[src/rtl/wwdg_pkg.sv]
package wwdg_pkg;
  localparam int CNT_W = 7;
  localparam logic [CNT_W-1:0] CNT_FLOOR = 7'h40;
  localparam logic [CNT_W-1:0] CNT_WARN  = 7'h41;

  typedef enum logic [1:0] {
    ADDR_CTRL = 2'd0,
    ADDR_CFG  = 2'd1,
    ADDR_STAT = 2'd2,
    ADDR_NONE = 2'd3
  } reg_addr_e;

  // bit layout matches configuration write data
  typedef struct packed {
    logic             ewi_en;
    logic [1:0]       tbase;
    logic [CNT_W-1:0] win;
  } cfg_t;

  localparam int DATA_W = $bits(cfg_t);
endpackage

[src/rtl/wwdg_prescale.sv]
module wwdg_prescale #(
  parameter int BASE_DIV = 4096,
  parameter int TB_W     = 2
) (
  input  logic            clk_i,
  input  logic            rst_ni,
  input  logic            en_i,
  input  logic            clr_i,
  input  logic [TB_W-1:0] tbase_i,
  output logic            tick_o
);
  localparam int MAX_SH = (1 << TB_W) - 1;
  localparam int DIV_W  = $clog2(BASE_DIV + 1) + MAX_SH + 1;

  logic [DIV_W-1:0] div_q, limit;

  always_comb limit = (DIV_W'(BASE_DIV) << tbase_i) - DIV_W'(1);

  assign tick_o = en_i && (div_q == limit);

  always_ff @(posedge clk_i or negedge rst_ni) begin
    if (!rst_ni)            div_q <= '0;
    else if (clr_i || !en_i) div_q <= '0;
    else if (tick_o)        div_q <= '0;
    else                    div_q <= div_q + DIV_W'(1);
  end
endmodule

[src/rtl/wwdg_regs.sv]
module wwdg_regs
  import wwdg_pkg::*;
(
  input  logic              clk_i,
  input  logic              rst_ni,
  input  logic              wr_en_i,
  input  logic [1:0]        wr_addr_i,
  input  logic [DATA_W-1:0] wr_data_i,
  input  logic              warn_i,
  output cfg_t              cfg_o,
  output logic              flag_o,
  output logic              ctrl_wr_o
);
  cfg_t cfg_q;
  logic flag_q;
  reg_addr_e addr;

  assign addr      = reg_addr_e'(wr_addr_i);
  assign ctrl_wr_o = wr_en_i && (addr == ADDR_CTRL);

  always_ff @(posedge clk_i or negedge rst_ni) begin
    if (!rst_ni) begin
      cfg_q <= '{ewi_en: 1'b0, tbase: 2'd0, win: 7'h7F};
    end else if (wr_en_i && addr == ADDR_CFG) begin
      cfg_q <= cfg_t'(wr_data_i);
    end
  end

  // set wins over a clearing write in the same cycle
  always_ff @(posedge clk_i or negedge rst_ni) begin
    if (!rst_ni)                                           flag_q <= 1'b0;
    else if (warn_i)                                       flag_q <= 1'b1;
    else if (wr_en_i && addr == ADDR_STAT && !wr_data_i[0]) flag_q <= 1'b0;
  end

  assign cfg_o  = cfg_q;
  assign flag_o = flag_q;
endmodule

[src/rtl/wwdg_core.sv]
module wwdg_core
  import wwdg_pkg::*;
(
  input  logic             clk_i,
  input  logic             rst_ni,
  input  logic             ctrl_wr_i,
  input  logic [CNT_W:0]   ctrl_data_i,
  input  logic [CNT_W-1:0] win_i,
  input  logic             tick_i,
  output logic             fire_o,
  output logic             warn_o,
  output logic             active_o,
  output logic             halted_o,
  output logic [CNT_W-1:0] cnt_o
);
  logic [CNT_W-1:0] cnt_q, cnt_d;
  logic active_q, active_d, halt_q, halt_d, fire_q, fire_d, warn_d;

  always_comb begin
    cnt_d    = cnt_q;
    active_d = active_q;
    halt_d   = halt_q;
    fire_d   = 1'b0;
    warn_d   = 1'b0;
    if (ctrl_wr_i) begin
      cnt_d    = ctrl_data_i[CNT_W-1:0];
      active_d = active_q | ctrl_data_i[CNT_W];
      halt_d   = 1'b0;
      if (active_q && (cnt_q > win_i))            fire_d = 1'b1; // reload too early
      if (active_d && !ctrl_data_i[CNT_W-1])      fire_d = 1'b1; // loaded below floor
    end else if (tick_i) begin
      cnt_d = cnt_q - 1'b1;
      if (cnt_q == CNT_FLOOR) fire_d = 1'b1;
      if (cnt_q == CNT_WARN)  warn_d = 1'b1;
    end
    if (fire_d) halt_d = 1'b1;
  end

  always_ff @(posedge clk_i or negedge rst_ni) begin
    if (!rst_ni) begin
      cnt_q    <= '1;
      active_q <= 1'b0;
      halt_q   <= 1'b0;
      fire_q   <= 1'b0;
    end else begin
      cnt_q    <= cnt_d;
      active_q <= active_d;
      halt_q   <= halt_d;
      fire_q   <= fire_d;
    end
  end

  assign fire_o   = fire_q;
  assign warn_o   = warn_d;
  assign active_o = active_q;
  assign halted_o = halt_q;
  assign cnt_o    = cnt_q;
endmodule

[src/rtl/wwdg_top.sv]
module wwdg_top
  import wwdg_pkg::*;
#(
  parameter int BASE_DIV = 4096,
  parameter int TB_W     = 2
) (
  input  logic              clk_i,
  input  logic              rst_ni,
  input  logic              wr_en_i,
  input  logic [1:0]        wr_addr_i,
  input  logic [DATA_W-1:0] wr_data_i,
  output logic              wdg_rst_o,
  output logic              early_irq_o
);
  cfg_t             cfg;
  logic             flag, ctrl_wr, tick, warn, active, halted;
  logic [CNT_W-1:0] cnt;

  wwdg_regs u_regs (
    .clk_i     (clk_i),
    .rst_ni    (rst_ni),
    .wr_en_i   (wr_en_i),
    .wr_addr_i (wr_addr_i),
    .wr_data_i (wr_data_i),
    .warn_i    (warn),
    .cfg_o     (cfg),
    .flag_o    (flag),
    .ctrl_wr_o (ctrl_wr)
  );

  wwdg_prescale #(.BASE_DIV(BASE_DIV), .TB_W(TB_W)) u_pre (
    .clk_i   (clk_i),
    .rst_ni  (rst_ni),
    .en_i    (active && !halted),
    .clr_i   (ctrl_wr),
    .tbase_i (cfg.tbase[TB_W-1:0]),
    .tick_o  (tick)
  );

  wwdg_core u_core (
    .clk_i       (clk_i),
    .rst_ni      (rst_ni),
    .ctrl_wr_i   (ctrl_wr),
    .ctrl_data_i (wr_data_i[CNT_W:0]),
    .win_i       (cfg.win),
    .tick_i      (tick),
    .fire_o      (wdg_rst_o),
    .warn_o      (warn),
    .active_o    (active),
    .halted_o    (halted),
    .cnt_o       (cnt)
  );

  assign early_irq_o = flag && cfg.ewi_en;
endmodule

[config.mk]
export PLATFORM = sky130hd
export DESIGN_NAME = wwdg_top
export DESIGN_NICKNAME = d
export VERILOG_FILES = /design/src/rtl/wwdg_pkg.sv /design/src/rtl/wwdg_prescale.sv /design/src/rtl/wwdg_regs.sv /design/src/rtl/wwdg_core.sv /design/src/rtl/wwdg_top.sv
export SDC_FILE = /design/constraint.sdc
export NUM_CORES = 1
export LEC_CHECK = 0
export BUFFER_PORTS_ARGS = -buffer_cell sky130_fd_sc_hd__buf_2
export CAP_MARGIN = 20
export CORE_ASPECT_RATIO = 1.75
export CORE_MARGIN = 4
export CORE_UTILIZATION = 49
export CTS_BUF_LIST = sky130_fd_sc_hd__clkbuf_16
export DETAILED_ROUTE_END_ITERATION = 8
export GPL_ROUTABILITY_DRIVEN = 1
export PLACE_DENSITY = 0.67
export SLEW_MARGIN = 20
export SYNTH_ARGS = -nofsm -noshare
export SYNTH_HDL_FRONTEND = slang
export SYNTH_HIERARCHICAL = 1
export SYNTH_SLANG_ARGS = --single-unit
export TNS_END_PERCENT = 10
[constraint.sdc]
create_clock -name clk_i -period 7.6 [get_ports clk_i]
set_clock_uncertainty 0.05 [all_clocks]
set_input_delay 0.76 -clock clk_i [delete_from_list [all_inputs] [get_ports clk_i]]
set_output_delay 0.76 -clock clk_i [all_outputs]
set_load 0.02 [all_outputs]
# == After elaboration in Yosys (flattened, before gate mapping) ==
# Index checks and enable logic that the tools add are counted.
# word_totals
memories,0
ramBits,0
rom_bits,0
in_bits,15
latch_bits,0
ff_bits,38
elab_cells,54
# classes
addsub,3
magnitude_cmp,1
n_eq_ne,5
muxes,16
n_shift,1
div,0
reduce_logical,18
n_mul,0
n_bitwise,1
# op_table
cell,n
$mux W17,2
$add A17 B1 Y17 const B,1
$eq A17 B17 Y1,1
$shl A13 B2 Y17 const A,1
$sub A17 B2 Y17 const B,1
$eq A7 B7 Y1 const B,2
$mux W7,2
$mux W1,12
$logic_and A1 B1 Y1,9
$gt A7 B7 Y1,1
$sub A7 B1 Y7 const B,1
$reduce_bool A2 Y1,3
$logic_not A1 Y1,4
$eq A2 B1 Y1 const B,1
$eq A2 B2 Y1 const B,1
$logic_not A2 Y1,1
$logic_or A1 B1 Y1,1
$or A1 B1 Y1,1

# == Depth between registers and ports, before layout ==
# Gate-level depths: netlist of the first run.
# logic_depth
ltp_word,7
depth_mapped,10
mapped_depth_nobuf,10

# == By module ==
# The synthesis of the first run kept the hierarchy.
# by_module_without_submodules
module,seq_area_each_um2,cells_per_inst,n_inst,area_per_inst_um2
wwdg_prescale,425.4,92,1,960.9
wwdg_core,259.0,81,1,728.2
wwdg_regs,284.0,26,1,479.2
wwdg_top,0.0,2,1,20.0

# == Worst setup path after synthesis of the first run ==
# Ideal clock, no wire load.
# synth_path
path_kind,register to register
from,"register u_regs.cfg_q, in the netlist u_regs/cfg_o[8]"
to,register u_core.cnt_q[5] (netlist: u_core/cnt_o[5])
arrival_time_ns,2.413
period_less_slack_ns,2.535
setup_time_ns,0.072
path_stages_with_launch,11
path_slack_ns,5.065
required_ns,7.478
path_cell_list,dfrtp_1 > or2_1 > ha_1 > xnor2_1 > a21oi_1 > o2111ai_1 > nor3_1 > nor4b_4 > nand2_1 > xor2_1 > o21ai_1
# synth_via
elab_chain_cells,5
# synth_lines
item,line,source
from (decl),wwdg_regs.sv:14,cfg_t cfg_q;
from (signal assigned),wwdg_regs.sv:23,"cfg_q <= '{ewi_en: 1'b0, tbase: 2'd0, win: 7'h7F};"
from (signal assigned),wwdg_regs.sv:25,cfg_q <= cfg_t'(wr_data_i);
$shl A13 B2 Y17,wwdg_prescale.sv:17,always_comb limit = (DIV_W'(BASE_DIV) << tbase_i) - DIV_W'(1);
$sub A17 B2 Y17,wwdg_prescale.sv:17,
$eq A17 B17 Y1,wwdg_prescale.sv:19,assign tick_o = en_i && (div_q == limit);
$logic_and A1 B1 Y1,wwdg_prescale.sv:19,
named net tick,wwdg_top.sv:16,"logic flag, ctrl_wr, tick, warn, active, halted;"
$reduce_bool A2 Y1 (no line),n/a,
to (signal assigned),wwdg_core.sv:46,cnt_q <= cnt_d;
to (decl),wwdg_core.sv:16,"logic [CNT_W-1:0] cnt_q, cnt_d;"
# The timed path passes the listed nets, and every way through them passes these cells.
# A chain may end at the register's enable or synchronous reset.

# == Worst setup path in the final report of the first run ==
# Same ends and word-level chain as after synthesis.

==> results of run 1 <==
[metrics by stage]
step / utilization [%] / hold WS [ps]
3_5_place_dp: 54.7 / 429
6_report: 58.5 / 434
5_1_grt: 58.5 / 448
2_1_floorplan: - / 392
3_3_place_gp: 54.7 / 409
4_1_cts: 58.5 / 438
[metal layers]
metal | up-vias | track usage [%] | part of all wire (%)
li1 | 722 | - | -
met1 | 727 | 17.1 | 38
met2 | 13 | 32.2 | 59
met3 | 6 | 2.79 | 2.3
met4 | 0 | 6.38 | 1.5
met5 | - | 0 | 0
[report_power, final]
part	internal, uW	switching [uW]	leakage, uW
Combinational	52.9	59.4	0.000558
Sequential	234	22.1	0.000466
Clock	152	77.4	0.0000864
[cell families after synthesis]
family / Yosys count
adder cells (fa/ha/maj): 12
XOR/XNOR: 23
AND/OR/NAND/NOR: 78
buffers and inverters: 15
AO/OA/AOI/OAI: 25
multiplexers: 10
flip-flops: 38
[worst max path at each step]
stage                                 end  slack (ps)  depth (start not counted)
after floorplan           u_core/cnt_o[5]        5060                         10
after global placement      u_regs/flag_o        4880                         10
after detailed placement    u_regs/flag_o        4860                         10
after CTS                   u_regs/flag_o        4820                         10
after global routing      u_core/cnt_o[6]        4530                         10
final                     u_core/cnt_o[5]        4820                         10
[area by class of cell]
class	instances	area, um^2	area share (%)
flip-flops and latches	38	968	39.1
inverters	11	41.3	1.67
repair buffers	17	87.6	3.54
multi-input cells	148	1150	46.6
well taps	49	61.3	2.48
clock inverters	3	37.5	1.52
clock buffers	5	125	5.06
[state kept, by name, summed over array words and instances, names as in the netlist]
| signal | flops |
|---|---|
| u_core/halted_o | 1 |
| u_regs/flag_o | 1 |
| u_core/fire_o | 1 |
| u_regs/cfg_o | 10 |
| u_core/active_o | 1 |
| u_core/cnt_o | 7 |
| u_pre/div_q | 17 |
[cells in the final DEF, fill, tap and decap left out, types with 2 or more instances in the layout]
cell type and count:
buf_2 16, o21ai_1 3, nand3_1 6, nor2_2 10, nand3b_1 2, nand2b_1 2
inv_1 13, clkbuf_16 5, nor3b_1 2, and2_1 2, and2_2 2, nor3_2 3
nor3_1 2, dfstp_2 14, mux2_4 10, nor2_1 10, a21o_1 3, xor2_1 10
and4_1 5, nand2_1 19, and3_1 3, nand4_1 3, a21oi_1 5, o21ai_0 8
dfrtp_1 24, xnor2_1 13, ha_1 12
[critical path, delay by kind of cell, from the launching register on]
kind | cells | cell delay [ps]
simple gates | 4 | 1240
xor+xnor | 2 | 270
fa+ha+maj | 1 | 310
flops | 1 | 420
compound gates | 3 | 430
==> run metrics, run 1 <==
outcome complete, no violations; final routed DRC violation total 0; compound-cell area share of the yosys netlist 8.06%; CORE AREA between 0.004 and 0.005 mm^2; H-tree levels 2; initial antenna violation count 0; FF+latch count, synth 38; Post-Place Setup Slack ~4900 ps; total chip power 598 uW; Worst setup EP type register; HP Start u_pre/div_q[0]; r2r setup slk between 4000 and 5000 ps; XOR/XNOR Fraction of Synth Area a little under a tenth; CP cell instances or2_1 -> ha_1 -> xnor2_1 -> a21oi_1 -> o2111ai_1 -> nor3_1 -> nor4b_4 -> nand2_1 -> xor2_1 -> o21ai_1; first-pass GRT wire length approximately 7.1 mm; worst skew pair latency 280 ps; Starting Density 51.8%; CTS tree yes; Reg2Reg Depth 10; number of port buffers 16; antenna-violating nets left 0; Syn Area/Cell 10.9 um^2; WS Path Type reg2reg; All-Layer GR Usage roughly 17%; WP data arrival approximately 3000 ps; Worst VDD drop 0.189 mV; Hold EP u_pre/div_q[0]; setup TNS 0 ps; placed instance area approximately 0.0023 mm^2; floorplan die height around 96 um; period utilization between 30% and 40%; Post-Synthesis Cell Area approximately 0.0022 mm^2; DR vias/cell 5.42; nets@finish 248; reg2reg start u_regs/cfg_o[8]; gpl congestion slightly below 0.8; number of clock sinks 38; Crit path largest cell delay around 530 ps; worst hold path stage count 1; row count 31; top fanout value on the critical path 6; slowest stage cell, crit path nor3_1; Setup-failing EPs final 0; Final Non-Filler Cells between 200 and 300; post-synth cell types 39; Peak Freq 0.359 GHz; sequential area share after synthesis approximately 44%; Post-CTS Setup Bufs 0; IO Pins 17; final hold vios 0; Required @ worst endpoint about 7800 ps; area grow syn2layout 13.1%; share of layout cells above drive strength 1 roughly 31%; Post-synth top cells 24 x dfrtp_1, 19 x nand2_1, 14 x dfstp_2, 13 x xnor2_1, 12 x ha_1; die width about 59 um; Wirelength per Cell between 15 and 20 um; Post-CTS Hold Buffers 0; ys async rst share 100%; worst rel slew slack between 40 and 50%; RSZ-0062 raised after global routing false; vias in the first global route about 1,600; largest cells by area after synthesis dfrtp_1 27%, dfstp_2 17%, ha_1 6.9%, mux2_4 6.9%, xnor2_1 5.2%; CP startpoint u_regs/cfg_o[8]; largest net degree at the start of global routing 39; CTS Buf Count 5; Final Max Tran Viols 0; Placed Cells incl. Taps 263; Final HPWL DP ~3.1 mm; Simple-Gate Fraction of Synth Area 21.5%; reg2reg end u_core/cnt_o[5]; largest family of logic cells by synthesized area simple AND/OR/NAND/NOR gates; most common flop cell mapped by yosys dfrtp_1; final WL just over 4 mm; pwr dens around 240 mW/mm^2; EDFF count, synth 0; most numerous cell in the Yosys netlist dfrtp_1; adder-cell share of the synthesized area 6.86%; ANT cells 0; # fillers between 300 and 400; Hold Path Class reg2reg; number of DRC markers in iteration 0 43; Syn Nets ~230; first-pass detailed-route iteration total 4; Slew @ Worst Pin between 800 and 900 ps; cell taking the most area after synthesis dfrtp_1; global route overflow 0; clk buf depth 2; max_cap viols 0; die area around 0.0056 mm^2; final worst-path setup slack a little under 5000 ps; Ys Warns 6; Worst setup SP type register; clk root buf clkbuf_16; Synth top area share 27.4%; Leak Pwr 0.00111 uW; mux cell area share after synthesis under 10%; clk slew on worst S/H paths around 60 ps; Mapped Cells 201; vias post-DR about 1,500; fin area between 0.002 and 0.0025 mm^2; CTS resizes 0; final worst path period need between 2000 and 3000 ps
(Power assumes the default switching activity.)
==> run 2, diff against run 1 <==
clock period = 2.7 ns   (was 7.6 ns; I/O delays follow)
==> run 2 against run 1 <==
Effect of this change:
- critical path depth is 1 higher
- clock power is 140% higher
- critical endpoint is now u_regs/flag_o
- die area stayed put
- flip-flop and latch count stayed put
- count of clock-buffer cells in the layout stayed put
- final area is 0.30% lower
- non-clock buffer count is 2 higher
- largest power group unchanged
==> run metrics, run 2 (synthesis gave the netlist of run 1 again) <==
period utilization 93.2% (+57 points); worst skew pair latency 270 ps (about the same); antenna-violating nets left 0 (unchanged); clk slew on worst S/H paths 60 ps (about the same); vias in the first global route 1,625 (+4.7%); floorplan die height 96.4 um (unchanged); final worst path period need 2520 ps (-268 ps); CP startpoint u_regs/cfg_o[8]; die width 58.5 um (unchanged); # fillers 373 (+1.6%); DR vias/cell 5.36 (-1.0%); outcome complete, no violations; gpl congestion 0.782 (+0.46%); global route overflow 0 (unchanged); Worst VDD drop 0.486 mV (+160%); ANT cells 0 (unchanged); Hold Path Class in2async; RSZ-0062 raised after global routing false; Peak Freq 0.398 GHz (+11%); r2r setup slk 180 ps (-4630 ps); pwr dens 640 mW/mm^2 (+170%); share of layout cells above drive strength 1 31.7% (+0.62 points); nets@finish 250 (+0.81%); hold_ws 47.4 ps (-387 ps); Final HPWL DP 3.05 mm (about the same); vias post-DR 1,464 (-0.27%); clk root buf clkbuf_16; Placed Cells incl. Taps 265 (+0.76%); All-Layer GR Usage 16.2% (-0.42 points); Worst setup EP type register; area grow syn2layout 12.8%; number of DRC markers in iteration 0 31 (-28%); Starting Density 51.8% (unchanged); H-tree levels 2 (unchanged); largest net degree at the start of global routing 39 (unchanged); final worst-path setup slack 184 ps (-4630 ps); WS Path Type reg2reg; Reg2Reg Depth 11 (+1); largest reg by FF count u_pre/div_q; number of clock sinks 38 (unchanged); Wirelength per Cell 14.8 um (-2.7%); CORE AREA 0.00423 mm^2 (unchanged); die area 0.00564 mm^2 (unchanged); Post-Place Setup Slack 186 ps (-4670 ps); worst rel slew slack 44.9% (+0.56 points); CTS resizes 0 (unchanged); top fanout value on the critical path 6 (unchanged); commonest cells after routing, fill and taps aside 24 x dfrtp_1, 19 x nand2_1, 16 x buf_2, 14 x dfstp_2; first-pass GRT wire length 6.98 mm (-1.2%); Required @ worst endpoint 2860 ps (-4900 ps); Slew @ Worst Pin 827 ps (-8.38 ps); initial antenna violation count 0 (unchanged); Final Non-Filler Cells 273 (+0.74%); Seq. cell area 968 um^2 (unchanged); first-pass detailed-route iteration total 4 (unchanged); Post-CTS Hold Buffers 0 (unchanged); IO Pins 17 (unchanged); CTS Buf Count 5 (unchanged); reg2reg start u_regs/cfg_o[8]; final WL 4.05 mm (-2.0%); Leak Pwr 0.00111 uW (-0.36%); Final Max Tran Viols 0 (unchanged); Post-CTS Setup Bufs 0 (unchanged); multi-input gate area in the final layout 0.00115 mm^2 (unchanged); row count 31 (unchanged); final hold vios 0 (unchanged); final core occ 58.4% (-0.18 points); setup TNS 0 ps (unchanged); final routed DRC violation total 0 (unchanged); commonest non-fill, non-tap cell in the layout dfrtp_1; Worst setup SP type register; Critical Path Sink u_regs/flag_o; clk buf depth 2 (unchanged); WP data arrival 2680 ps (-270 ps); Setup-failing EPs final 0 (unchanged); Largest register FFs 17 (unchanged); number of port buffers 16 (unchanged); CTS tree yes; reg2reg end u_regs/flag_o; max_cap viols 0 (unchanged)
run 2: cell count changes in the layout (fill, tap and decap cells not counted):
cell	previous run	this run
buf_4	1	3
bufinv_16	1	0
clkinvlp_4	0	1
run 2: area by class of cell:
| class | instances | share of cell area, % |
|---|---|---|
| Timing Repair Buffer | 19 | 4.16 |
| Multi-Input combinational cell | 148 | 46.8 |
| Inverter | 11 | 1.67 |
| Tap cell | 49 | 2.48 |
| Clock inverter | 3 | 0.609 |
| Clock buffer | 5 | 5.07 |
| Sequential cell | 38 | 39.2 |
run 2: power by group:
part | internal [uW] | leakage [uW] | switching, uW
combinational | 152 | 0.000568 | 164
sequential | 657 | 0.000466 | 60.5
clock | 335 | 0.0000724 | 211
total | 1140 | 0.00111 | 436
run 2: metal layers:
metal	up-vias	global-route usage (%)	wire [um]
met3	8	2.79	67
met4	0	5.80	80
met5	-	0	0
met1	710	16.0	1520
li1	730	-	-
met2	16	32.3	2380
run 2: how the worst min path moves through the flow:
| stage | start | end | slack [ps] | depth (start not counted) |
|---|---|---|---|---|
| after global routing | rst_ni | u_pre/div_q[16] | 100 | 1 |
| after detailed placement | rst_ni | u_regs/flag_o | 370 | 1 |
| after CTS | rst_ni | u_pre/div_q[16] | 70 | 1 |
| final | rst_ni | u_pre/div_q[16] | 50 | 1 |
| after floorplan | rst_ni | u_core/active_o | -80 | 0 |
| after global placement | rst_ni | u_regs/cfg_o[9] | 370 | 1 |
run 2: worst max-delay path, cell delays in order (launching register included):
cell	delay, ps
dfrtp_1	420
or2_1	270
ha_1	310
xnor2_1	120
a21oi_1	110
o2111ai_1	200
nor3_1	170
buf_4	170
nor2b_2	170
nand3_1	110
nor3b_1	240
a21o_1	110
run 2: per-stage QoR:
stage               area (um^2)  power, uW
CTS                        2470       1610
detailed placement         2330       1050
global placement           2330       1040
global route               2470       1680
finish                     2470       1580
floorplan                  2190        960
==> run 3, diff against run 2 <==
PLACE_DENSITY = 0.78   (was 0.67)
==> run 3 against run 2 <==
Effect of this change:
- worst setup slack got worse by 42 ps
- non-clock buffer count rose by 1
- routed wire length shrank 0.64%
- register-to-register slack got worse by 40 ps
- combinational power barely moved
- hold slack got worse by 15 ps
- total power is 13% higher
- utilization increased by 1.7 points
- clock power rose by 37%
- sequential share of layout area is 1.1 points lower
- count of clock-buffer cells in the layout unchanged
- critical endpoint is now u_core/cnt_o[5]
- largest power group is now the clock network
==> run metrics, run 3 (synthesis gave the netlist of run 1 again) <==
CTS Buf Count 5 (unchanged); initial antenna violation count 0 (unchanged); largest net degree at the start of global routing 39 (unchanged); Wirelength per Cell 14.7 um (-1.0%); Final Max Tran Viols 0 (unchanged); number of clock sinks 38 (unchanged); largest reg by FF count u_pre/div_q; Post-CTS Hold Buffers 0 (unchanged); final hold vios 0 (unchanged); IO Pins 17 (unchanged); Largest register FFs 17 (unchanged); placed instance area 0.00233 mm^2 (unchanged); total chip power 1780 uW (+13%); WS Path Type reg2reg; final WL 4.02 mm (-0.64%); Leak Pwr 0.00113 uW (+2.3%); Worst setup SP type register; DR vias/cell 5.42 (+1.1%); area grow syn2layout 16.1%; fin area 0.00254 mm^2 (+2.9%); max_cap viols 0 (unchanged); WP data arrival 2720 ps (+40 ps); outcome complete, no violations; setup TNS 0 ps (unchanged); pwr dens 703 mW/mm^2 (+9.7%); period utilization 94.7% (+1.5 points); Slew @ Worst Pin 817 ps (-9.38 ps); vias in the first global route 1,543 (-5.0%); Required @ worst endpoint 2860 ps (about the same); final worst path period need 2560 ps (+41.6 ps); first-pass GRT wire length 6.98 mm (unchanged); clk root buf clkbuf_16; die area 0.00564 mm^2 (unchanged); ANT cells 0 (unchanged); worst skew pair latency 280 ps (about the same); share of layout cells above drive strength 1 33.3% (+1.6 points); Hold Path Class in2async; antenna-violating nets left 0 (unchanged); clk buf depth 2 (unchanged); number of port buffers 16 (unchanged); nets@finish 251 (+0.40%); gpl congestion 0.832 (+6.4%); final routed DRC violation total 0 (unchanged); top fanout value on the critical path 6 (unchanged); clk slew on worst S/H paths 60 ps (about the same); global route overflow 0 (unchanged); Final HPWL DP 2.90 mm (-4.8%); commonest non-fill, non-tap cell in the layout dfrtp_1; floorplan die height 96.4 um (unchanged); first-pass detailed-route iteration total 4 (unchanged); row count 31 (unchanged); Setup-failing EPs final 0 (unchanged); die width 58.5 um (unchanged); worst rel slew slack 45.5% (+0.63 points); vias post-DR 1,486 (+1.5%); hold_ws 32.2 ps (-15.1 ps); All-Layer GR Usage 16.4% (+0.24 points); Worst VDD drop 0.480 mV (-1.2%); H-tree levels 2 (unchanged); commonest cells after routing, fill and taps aside 24 x dfrtp_1, 19 x nand2_1, 16 x buf_2, 14 x dfstp_2, 13 x xnor2_1; Starting Density 51.8% (unchanged); RSZ-0062 raised after global routing false; CORE AREA 0.00423 mm^2 (unchanged); CTS tree yes; Peak Freq 0.391 GHz (-1.6%); number of DRC markers in iteration 0 51 (+65%); Worst setup EP type register
[run 3: path summary, 6_finish.rpt]
kind | from | endpoint | slack [ps] | cells after the start
min in group clk_i | wr_data_i[4] | u_core/cnt_o[4] | 150 | 3
max in group asynchronous | rst_ni | u_regs/cfg_o[9] | 2050 | 1
max | u_regs/cfg_o[8] | u_core/cnt_o[5] | 140 | 10
max reg2reg | u_regs/cfg_o[8] | u_core/cnt_o[5] | 140 | 10
min | rst_ni | u_pre/div_q[0] | 30 | 1
min reg2reg | u_regs/flag_o | u_regs/flag_o | 430 | 1
[run 3: critical path, cell delays in order, from the launching register on]
cell	delay [ps]
dfrtp_1	420
or2_1	270
ha_1	310
xnor2_1	130
a21oi_1	160
o2111ai_2	190
nor3_2	300
nor4b_4	290
nand2_1	100
xor2_1	150
o21ai_1	120
[run 3: layout make-up]
cell class                      instances  area, um^2
Multi-Input combinational cell        148        1170
Tap cell                               49        61.3
Clock inverter                          3        63.8
Timing Repair Buffer                   20         110
Sequential cell                        38         968
Fill cell                             359        1690
Clock buffer                            5         125
Inverter                               11        41.3
[run 3: what timing repair did]
| action | in CTS | in global routing |
|---|---|---|
| gates resized for setup | 0 | 3 |
| endpoints found under the setup margin | 0 | 6 |
| buffers inserted | 0 | 1 |
[run 3: metal layers]
layer	up-vias	wire length [um]	global-route usage, %
met3	8	97	3.19
li1	732	-	-
met2	16	2270	29.1
met1	730	1580	18.6
met4	0	81	7.54
met5	-	0	0
[run 3: where the power goes]
group	total, uW	internal, uW	switching (uW)
clock network	746	526	220
logic	317	154	163
registers	722	658	64.2
total	1780	1340	448
[run 3: metrics by stage]
| stage | utilization (%) | setup WS (ps) | instances |
|---|---|---|---|
| after floorplan | - | 165 | 201 |
| after global placement | 55.0 | 183 | 265 |
| after detailed placement | 55.0 | 92.1 | 265 |
| after CTS | 59.5 | 66.2 | 273 |
| after global routing | 60.1 | 17.7 | 274 |
| final | 60.1 | 143 | 274 |
